### src/rtl/clkgen_pkg.sv
`timescale 1ns/1ps
package clkgen_pkg;
    // Register port geometry
    localparam int DW       = 32;
    localparam int AW       = 3;

    // Word addresses; M, N and D follow the configuration word in order
    localparam int OFS_CMD  = 0;
    localparam int OFS_CFG  = 1;
    localparam int OFS_M    = 2;
    localparam int MND_CNT  = 3;

    // Command word bits
    localparam int UPD_BIT  = 0;
    localparam int ROFF_BIT = 31;

    // Configuration word layout
    localparam int PDIV_W   = 5;
    localparam int PDIV_SH  = 0;
    localparam int SRC_W    = 3;
    localparam int SRC_SH   = 8;
    localparam int MODE_W   = 2;
    localparam int MODE_SH  = 12;
    localparam int HWC_SH   = 20;

    // Fractional divider value width
    localparam int MND_W    = 16;

    typedef struct packed {
        logic [SRC_W-1:0]                src;
        logic [PDIV_W-1:0]               pdiv;
        logic [MODE_W-1:0]               mode;
        logic                            hwc;
        logic [MND_CNT-1:0][MND_W-1:0]   mnd;   // 0 = M, 1 = N, 2 = D
    } clk_cfg_t;
endpackage

### src/rtl/clkgen_shadow_regs.sv
`timescale 1ns/1ps
module clkgen_shadow_regs
    import clkgen_pkg::*;
(
    input  logic            clk,
    input  logic            rst_n,
    input  logic            wr_en,
    input  logic [AW-1:0]   addr,
    input  logic [DW-1:0]   wdata,
    input  logic            pend,
    input  logic            root_off,
    output clk_cfg_t        shd,
    output logic [DW-1:0]   rdata
);
    clk_cfg_t             shd_d, shd_q;
    logic                 cfg_we;
    logic [MND_CNT-1:0]   mnd_we;
    logic                 unused_wbits;

    assign cfg_we       = wr_en && (addr == AW'(OFS_CFG));
    assign unused_wbits = ^wdata;

    for (genvar gi = 0; gi < MND_CNT; gi++) begin : g_mnd_we
        assign mnd_we[gi] = wr_en && (addr == AW'(OFS_M + gi));
    end

    always_comb begin
        shd_d = shd_q;
        if (cfg_we) begin
            shd_d.pdiv = wdata[PDIV_SH +: PDIV_W];
            shd_d.src  = wdata[SRC_SH  +: SRC_W];
            shd_d.mode = wdata[MODE_SH +: MODE_W];
            shd_d.hwc  = wdata[HWC_SH];
        end
        for (int i = 0; i < MND_CNT; i++) begin
            if (mnd_we[i]) begin
                shd_d.mnd[i] = wdata[MND_W-1:0];
            end
        end
    end

    always_ff @(posedge clk or negedge rst_n) begin
        if (!rst_n) begin
            shd_q <= '0;
        end else begin
            shd_q <= shd_d;
        end
    end

    always_comb begin
        rdata = '0;
        if (addr == AW'(OFS_CMD)) begin
            rdata[UPD_BIT]  = pend;
            rdata[ROFF_BIT] = root_off;
        end else if (addr == AW'(OFS_CFG)) begin
            rdata[PDIV_SH +: PDIV_W] = shd_q.pdiv;
            rdata[SRC_SH  +: SRC_W]  = shd_q.src;
            rdata[MODE_SH +: MODE_W] = shd_q.mode;
            rdata[HWC_SH]            = shd_q.hwc;
        end else begin
            for (int i = 0; i < MND_CNT; i++) begin
                if (addr == AW'(OFS_M + i)) begin
                    rdata[MND_W-1:0] = shd_q.mnd[i];
                end
            end
        end
    end

    assign shd = shd_q;
endmodule

### src/rtl/clkgen_commit_seq.sv
`timescale 1ns/1ps
module clkgen_commit_seq
    import clkgen_pkg::*;
#(
    parameter int COMMIT_CYC = 4
)(
    input  logic            clk,
    input  logic            rst_n,
    input  logic            wr_en,
    input  logic [AW-1:0]   addr,
    input  logic            upd_req,
    output logic            pend,
    output logic            load
);
    localparam int CNT_W = $clog2(COMMIT_CYC + 1);

    typedef struct packed {
        logic              pend;
        logic [CNT_W-1:0]  cnt;
    } seq_t;

    seq_t seq_d, seq_q;
    logic start;

    assign start = wr_en && (addr == AW'(OFS_CMD)) && upd_req;
    assign load  = seq_q.pend && (seq_q.cnt == '0);

    always_comb begin
        seq_d = seq_q;
        if (seq_q.pend) begin
            if (seq_q.cnt == '0) begin
                seq_d.pend = 1'b0;
            end else begin
                seq_d.cnt = seq_q.cnt - 1'b1;
            end
        end else if (start) begin
            seq_d.pend = 1'b1;
            seq_d.cnt  = CNT_W'(COMMIT_CYC - 1);
        end
    end

    always_ff @(posedge clk or negedge rst_n) begin
        if (!rst_n) begin
            seq_q <= '0;
        end else begin
            seq_q <= seq_d;
        end
    end

    assign pend = seq_q.pend;
endmodule

### src/rtl/clkgen_active_regs.sv
`timescale 1ns/1ps
module clkgen_active_regs
    import clkgen_pkg::*;
(
    input  logic      clk,
    input  logic      rst_n,
    input  logic      load,
    input  clk_cfg_t  shd,
    output clk_cfg_t  act,
    output logic      root_off
);
    typedef struct packed {
        clk_cfg_t  cfg;
        logic      roff;
    } act_t;

    act_t act_d, act_q;

    always_comb begin
        act_d = act_q;
        if (load) begin
            act_d.cfg  = shd;
            act_d.roff = 1'b0;
        end
    end

    always_ff @(posedge clk or negedge rst_n) begin
        if (!rst_n) begin
            act_q.cfg  <= '0;
            act_q.roff <= 1'b1;
        end else begin
            act_q <= act_d;
        end
    end

    assign act      = act_q.cfg;
    assign root_off = act_q.roff;
endmodule

### src/rtl/clkgen_commit_ctrl.sv
`timescale 1ns/1ps
module clkgen_commit_ctrl
    import clkgen_pkg::*;
#(
    parameter int COMMIT_CYC = 4
)(
    input  logic                clk,
    input  logic                rst_n,
    input  logic                reg_wr,
    input  logic [AW-1:0]       reg_addr,
    input  logic [DW-1:0]       reg_wdata,
    output logic [DW-1:0]       reg_rdata,
    output logic [SRC_W-1:0]    act_src,
    output logic [PDIV_W-1:0]   act_pdiv,
    output logic [MODE_W-1:0]   act_mode,
    output logic                act_hwc,
    output logic [MND_W-1:0]    act_m,
    output logic [MND_W-1:0]    act_n,
    output logic [MND_W-1:0]    act_d,
    output logic                root_off
);
    clk_cfg_t shd_w;
    clk_cfg_t act_w;
    logic     pend_w;
    logic     load_w;

    clkgen_shadow_regs shadow_i (
        .clk      (clk),
        .rst_n    (rst_n),
        .wr_en    (reg_wr),
        .addr     (reg_addr),
        .wdata    (reg_wdata),
        .pend     (pend_w),
        .root_off (root_off),
        .shd      (shd_w),
        .rdata    (reg_rdata)
    );

    clkgen_commit_seq #(.COMMIT_CYC(COMMIT_CYC)) seq_i (
        .clk      (clk),
        .rst_n    (rst_n),
        .wr_en    (reg_wr),
        .addr     (reg_addr),
        .upd_req  (reg_wdata[UPD_BIT]),
        .pend     (pend_w),
        .load     (load_w)
    );

    clkgen_active_regs active_i (
        .clk      (clk),
        .rst_n    (rst_n),
        .load     (load_w),
        .shd      (shd_w),
        .act      (act_w),
        .root_off (root_off)
    );

    assign act_src  = act_w.src;
    assign act_pdiv = act_w.pdiv;
    assign act_mode = act_w.mode;
    assign act_hwc  = act_w.hwc;
    assign act_m    = act_w.mnd[0];
    assign act_n    = act_w.mnd[1];
    assign act_d    = act_w.mnd[2];
endmodule

### config.mk
export PLATFORM = sky130hd
export DESIGN_NAME = clkgen_commit_ctrl
export DESIGN_NICKNAME = d
export VERILOG_FILES = /design/src/rtl/clkgen_pkg.sv /design/src/rtl/clkgen_shadow_regs.sv /design/src/rtl/clkgen_commit_seq.sv /design/src/rtl/clkgen_active_regs.sv /design/src/rtl/clkgen_commit_ctrl.sv
export SDC_FILE = /design/constraint.sdc
export NUM_CORES = 1
export LEC_CHECK = 0
export ABC_AREA = 1
export CAP_MARGIN = 25
export CORE_MARGIN = 4
export CORE_UTILIZATION = 45
export DETAILED_ROUTE_END_ITERATION = 10
export PLACE_DENSITY_LB_ADDON = 0.12
export SYNTH_ARGS = -nofsm -noshare
export SYNTH_HDL_FRONTEND = slang
export SYNTH_SLANG_ARGS = --single-unit
### constraint.sdc
create_clock -name clk -period 1.6 [get_ports clk]
set_clock_uncertainty 0.05 [all_clocks]
set_input_delay 0.24 -clock clk [delete_from_list [all_inputs] [get_ports clk]]
set_output_delay 0.24 -clock clk [all_outputs]
set_load 0.01 [all_outputs]
; ---- Word level (Yosys, flattened, before mapping)
; Cells that the tools add are included.
[totals]
elab_cells = 52
inputBits = 38
rom_bits = 0
output_inout_bits = 92
latch_bits = 0
memories = 0
ff_bits = 123
ram_bits = 0
[op_classes]
mul = 0
magnitude_cmp = 0
bitwise_logic = 0
muxes = 18
n_div = 0
shifts = 0
n_eq_ne = 5
n_reduce_logical = 11
addsub = 1
[ops]
columns = op, n
row1 = $mux W16, 3
row2 = $mux W15, 1
row3 = $mux W3, 3
row4 = $mux W4, 2
row5 = $logic_and A1 B1 Y1, 7
row6 = $eq A3 B2 Y1 const B, 2
row7 = $logic_not A3 Y1, 2
row8 = $mux W1, 6
row9 = $mux W5, 1
row10 = $mux W2, 2
row11 = $eq A3 B1 Y1 const B, 1
row12 = $eq A3 B3 Y1 const B, 1
row13 = $sub A3 B1 Y3 const B, 1
row14 = $ne A2 B2 Y1 const B, 1
row15 = $reduce_and A2 Y1, 1
row16 = $reduce_bool A2 Y1, 1

; ---- Longest topological paths before layout
[depth]
word_depth = 6
depth_mapped = 8
ltp_nobuf = 7

; ---- Cells and area by module
; Synthesis repeated with hierarchy kept, for this count alone.
[hier_totals]
hier_cells = 631
hier_area_um2 = 5382.7
[modules_own_cells]
columns = module, seq_area_each_um2, area_each_um2, instances, cells_per_inst
row1 = clkgen_shadow_regs, 1476.4, 2900.3, 1, 349
row2 = clkgen_active_regs, 1502.7, 2255.9, 1, 253
row3 = clkgen_commit_seq, 100.1, 226.5, 1, 29

; ---- Least setup slack after synthesis
; OpenSTA, ideal clock, no wires.
[synth_timing]
path_kind = register -> register
startpoint = reg seq_i.seq_q[0] (netlist bit)
endpoint = reg active_i.act_q (netlist bit active_i.act[15])
t_arrival_ns = 1.478
required_time_ns = 1.484
stages_incl_launch_ff = 9
setup_time_ns = 0.066
synth_period_minus_slack_ns = 1.594
path_buffers = 2
setup_slack_ns = 0.006
cell_sequence = dfrtp_1 > inv_1 > ha_1 > ha_1 > nand2_1 > buf_2 > buf_1 > nand2_1 > nand2_1
[synth_between]
elab_chain_cells = 2
[synth_rtl]
columns = item, line
row1 = start: declaration, clkgen_commit_seq.sv:22  ; seq_t seq_d, seq_q;
row2 = start signal: assignment, clkgen_commit_seq.sv:46  ; seq_q <= seq_d;
row3 = $logic_not A3 Y1, clkgen_commit_seq.sv:26  ; assign load = seq_q.pend && (seq_q.cnt == '0);
row4 = $logic_and A1 B1 Y1, clkgen_commit_seq.sv:26
row5 = end signal: assignment, clkgen_active_regs.sv:32  ; act_q <= act_d;
row6 = end: declaration, clkgen_active_regs.sv:17  ; act_t act_d, act_q;
; No other way between the ends.
; A chain may end at the register's enable or synchronous reset.

; ---- Worst setup path in the final report
[layout_timing]
startpoint = reg active_i.act_q (netlist bit active_i.root_off)
endpoint = out reg_rdata[31]
[layout_between]
elab_chain_cells = 1
[layout_rtl]
columns = item, line
row1 = $mux W1, clkgen_shadow_regs.sv:52  ; if (addr == AW'(OFS_CMD)) begin
row2 = end: declaration, clkgen_commit_ctrl.sv:12  ; output logic [DW-1:0] reg_rdata,
; No other way between the ends.

==> metrics.txt <==
most frequently used flop master after synthesis=sky130_fd_sc_hd__dfrtp_1; switching share of total power=31.3%; Boundary Pins=130; number of clock sinks seen by CTS=123; initial detailed-routing violation count=237; Post-synth EDFFs=0; HPWL reported at the end of detailed placement=9620 um; Final Wtd Congestion=0.842; Synth Instances=619; area fraction of the dominant cell type after synthesis=55.7%; count of buffering cells on the critical path with inverters included=2; number of failing hold endpoints at the final stage=0; area occupied by registers=0.00308 mm2; std cell rows=40; minimum setup slack after placement=-799 ps; worst-case vdd ir drop=778 uV; leakage power of the design=4.33 nW; Synth area leader=sky130_fd_sc_hd__dfrtp_1; synthesis-stage register bit count=123; count of different cell masters after synthesis=31; depth of the CTS H-tree=4; routed wire length=13800 um; floorplan die width=118 um; shortest clock period the worst path allows after layout=1610 ps; proportion of layout cells with a drive suffix above 1=25.7%; worst min-delay path category=in2async; nets@finish=824; routed wire length per instance=14.7 um; slowest stage cell, crit path=sky130_fd_sc_hd__dfstp_2; area inside the core boundary=0.0120 mm2; Setup crit start kind=register; fraction of power consumed by sequential logic=40.9%; Worst path top cell family by delay=flip-flops; logic gate share of total power=30.5%; delay contributed by the slowest stage of the critical path=530 ps; vias in the first global route=4741; Slew Viols, Final=0; share of the cycle needed by the critical path after routing=101%; setup repair after global routing missed its margin=yes; Multi-input gate area=0.00208 mm2; max-cap check violation count=0; clock network power share=28.7%; port buffer count=100; Detail Route Antenna Nets=0; count of endpoints failing setup in the final report=1; internal cell power=8.15 mW; Worst Path Arrival=1320 ps; final critical-path setup slack=-13.9 ps; initial cell density of the core=45.9%; CTS Buffer Depth=2; crit end category=primary output; minimum hold slack=266 ps; Data required, critical path=1310 ps; power density cells=1540 mW/mm2; critical-path cell list=inv_2 > nor3_2 > buf_2; DRC viols=0; CP Max Fanout=2; clock root cell=sky130_fd_sc_hd__clkbuf_16; insertion delay to the later sink of the worst-skew pair=420 ps; clock slew at reported path FFs=50 ps; commonest cells in the synthesized netlist=242 x sky130_fd_sc_hd__nand2_1, 122 x sky130_fd_sc_hd__dfrtp_1, 34 x sky130_fd_sc_hd__nor2_1; Pwr Total=11.9 mW; CTS tree=yes; mapped cell area=0.00549 mm2; global-route wire length before repair=23200 um; TritonCTS Buffers=17; final setup TNS=-13.9 ps; fillers=1022; library cell with the highest instance count after synthesis=sky130_fd_sc_hd__nand2_1; overall die area=0.0140 mm2; largest net degree at the start of global routing=35; sequential share of the synthesized area=56.1%; total of warnings raised by yosys=0; Util after Layout=64.3%; average instance area after synthesis=8.86 um2; result of the run=complete, but fails checks; top cells by area, synth=sky130_fd_sc_hd__dfrtp_1 56%, sky130_fd_sc_hd__nand2_1 17%, sky130_fd_sc_hd__o21ai_2 5.1%; die height=118 um; initial antenna violation count=0; total track usage=20.8%; per-cell via count in the routed design=4.87; switching power summed over all nets=3.71 mW; residual overflow from global routing=0; area growth from synthesis to layout=40.3%; final antenna diode count=0; Pre-Repair DR Iteration Count=4; failing checks=setup timing; critical setup path kind=reg2out; top achievable clock speed=620 MHz; overall via count from detail_route=4587; fraction of registers with async set or reset after synthesis=100%
==> repair_timing <==
action                                  4_1_cts  5_1_grt
hold endpoints to repair                     25        0
setup buffers                                10       13
gates cloned                                  1        0
pin swaps                                     9       25
endpoints found under the setup margin      121       91
hold buffers                                  1        0
resized for setup                           140       33
==> per-stage QoR <==
stage	std cells	cell area [um2]
after floorplan	632	5530
after global placement	889	7010
after detailed placement	889	7010
after CTS	930	7530
after global routing	941	7690
final	941	7690
==> cell usage in the layout (no fill, tap or decap), types with 3 or more instances in the layout <==
cell type                         instances
sky130_fd_sc_hd__o21ai_2                 32
sky130_fd_sc_hd__inv_1                   29
sky130_fd_sc_hd__dfrtp_1                122
sky130_fd_sc_hd__buf_2                   19
sky130_fd_sc_hd__buf_4                   56
sky130_fd_sc_hd__o211ai_1                 6
sky130_fd_sc_hd__o21ai_0                 32
sky130_fd_sc_hd__nand3_1                 26
sky130_fd_sc_hd__inv_2                    3
sky130_fd_sc_hd__nand2_1                238
sky130_fd_sc_hd__nand2_4                  4
sky130_fd_sc_hd__clkbuf_8                 5
sky130_fd_sc_hd__nand3_2                  7
sky130_fd_sc_hd__buf_6                    4
sky130_fd_sc_hd__clkinv_2                 3
sky130_fd_sc_hd__clkbuf_16               18
sky130_fd_sc_hd__clkbuf_1                 5
sky130_fd_sc_hd__nand2_2                 21
sky130_fd_sc_hd__nor2_1                  31
sky130_fd_sc_hd__dlygate4sd2_1           45
sky130_fd_sc_hd__conb_1                  14
sky130_fd_sc_hd__buf_12                  15
sky130_fd_sc_hd__clkdlybuf4s50_1         19
sky130_fd_sc_hd__nor2_2                   4
sky130_fd_sc_hd__dlymetal6s2s_1          14
==> layout make-up <==
class,instances,area share [%]
clock buffers,27,6.67
clock inverters,2,0.130
inverters,34,1.74
multi-input cells,431,27.1
flip-flops and latches,123,40.0
well taps,147,2.39
repair buffers,177,22.0
==> per-layer routing <==
metal / vias up / global-route usage (%) / share of wire (%)
met5: - / 0 / 0
met4: 0 / 7.82 / 1.8
met3: 21 / 4.93 / 4.2
met2: 121 / 33.8 / 49
li1: 2251 / - / -
met1: 2194 / 27.2 / 45
==> kinds of logic (layout without fill, tap and decap cells) <==
logic type | count (synthesis) | in the layout | share of synthesized area, %
adders and majority gates | 2 | 2 | 0.456
AOI/OAI and AO/OA | 74 | 74 | 9.22
DFF | 123 | 123 | 56.1
buffers and inverters | 78 | 240 | 7.80
other | 1 | 14 | 0.0684
and+or+nand+nor | 341 | 341 | 26.3
==> sequential cells by signal, indices dropped and copies added, names as in the netlist <==
name / flops
shadow_i.shd: 59
active_i.act: 59
active_i.root_off: 1
seq_i.pend: 1
seq_i.seq_q: 3
==> path summary, 6_finish.rpt <==
| check | start | endpoint | slack (ps) | cells past startpoint |
|---|---|---|---|---|
| worst max register to register | seq_i.seq_q[0] | seq_i.seq_q[0] | 80 | 6 |
| worst min-delay path | rst_n | active_i.act[26] | 270 | 2 |
| worst min register to register | active_i.act[54] | active_i.act[54] | 420 | 2 |
| max in group asynchronous | rst_n | active_i.root_off | 660 | 3 |
| worst max-delay path | active_i.root_off | reg_rdata[31] | -10 | 3 |
| min in group clk | reg_wdata[11] | shadow_i.shd[11] | 390 | 3 |
==> worst reg2reg max path, cell delays in order (launching register included) <==
cell and delay (ps):
sky130_fd_sc_hd__dfrtp_1 350, sky130_fd_sc_hd__inv_1 50, sky130_fd_sc_hd__ha_1 190, sky130_fd_sc_hd__ha_2 200
sky130_fd_sc_hd__or2_4 280, sky130_fd_sc_hd__or2_2 270, sky130_fd_sc_hd__nand3_1 70
==> power groups by stage <==
stage,Sequential (mW),Combinational [mW],Clock [mW]
2_1_floorplan,5.18,1.39,0
3_3_place_gp,4.90,3.88,0
3_5_place_dp,4.92,3.96,0
4_1_cts,4.87,3.61,3.46
5_1_grt,4.99,4.05,3.62
6_report,4.85,3.62,3.40
No activity file was read; power rests on OpenSTA's default activity.
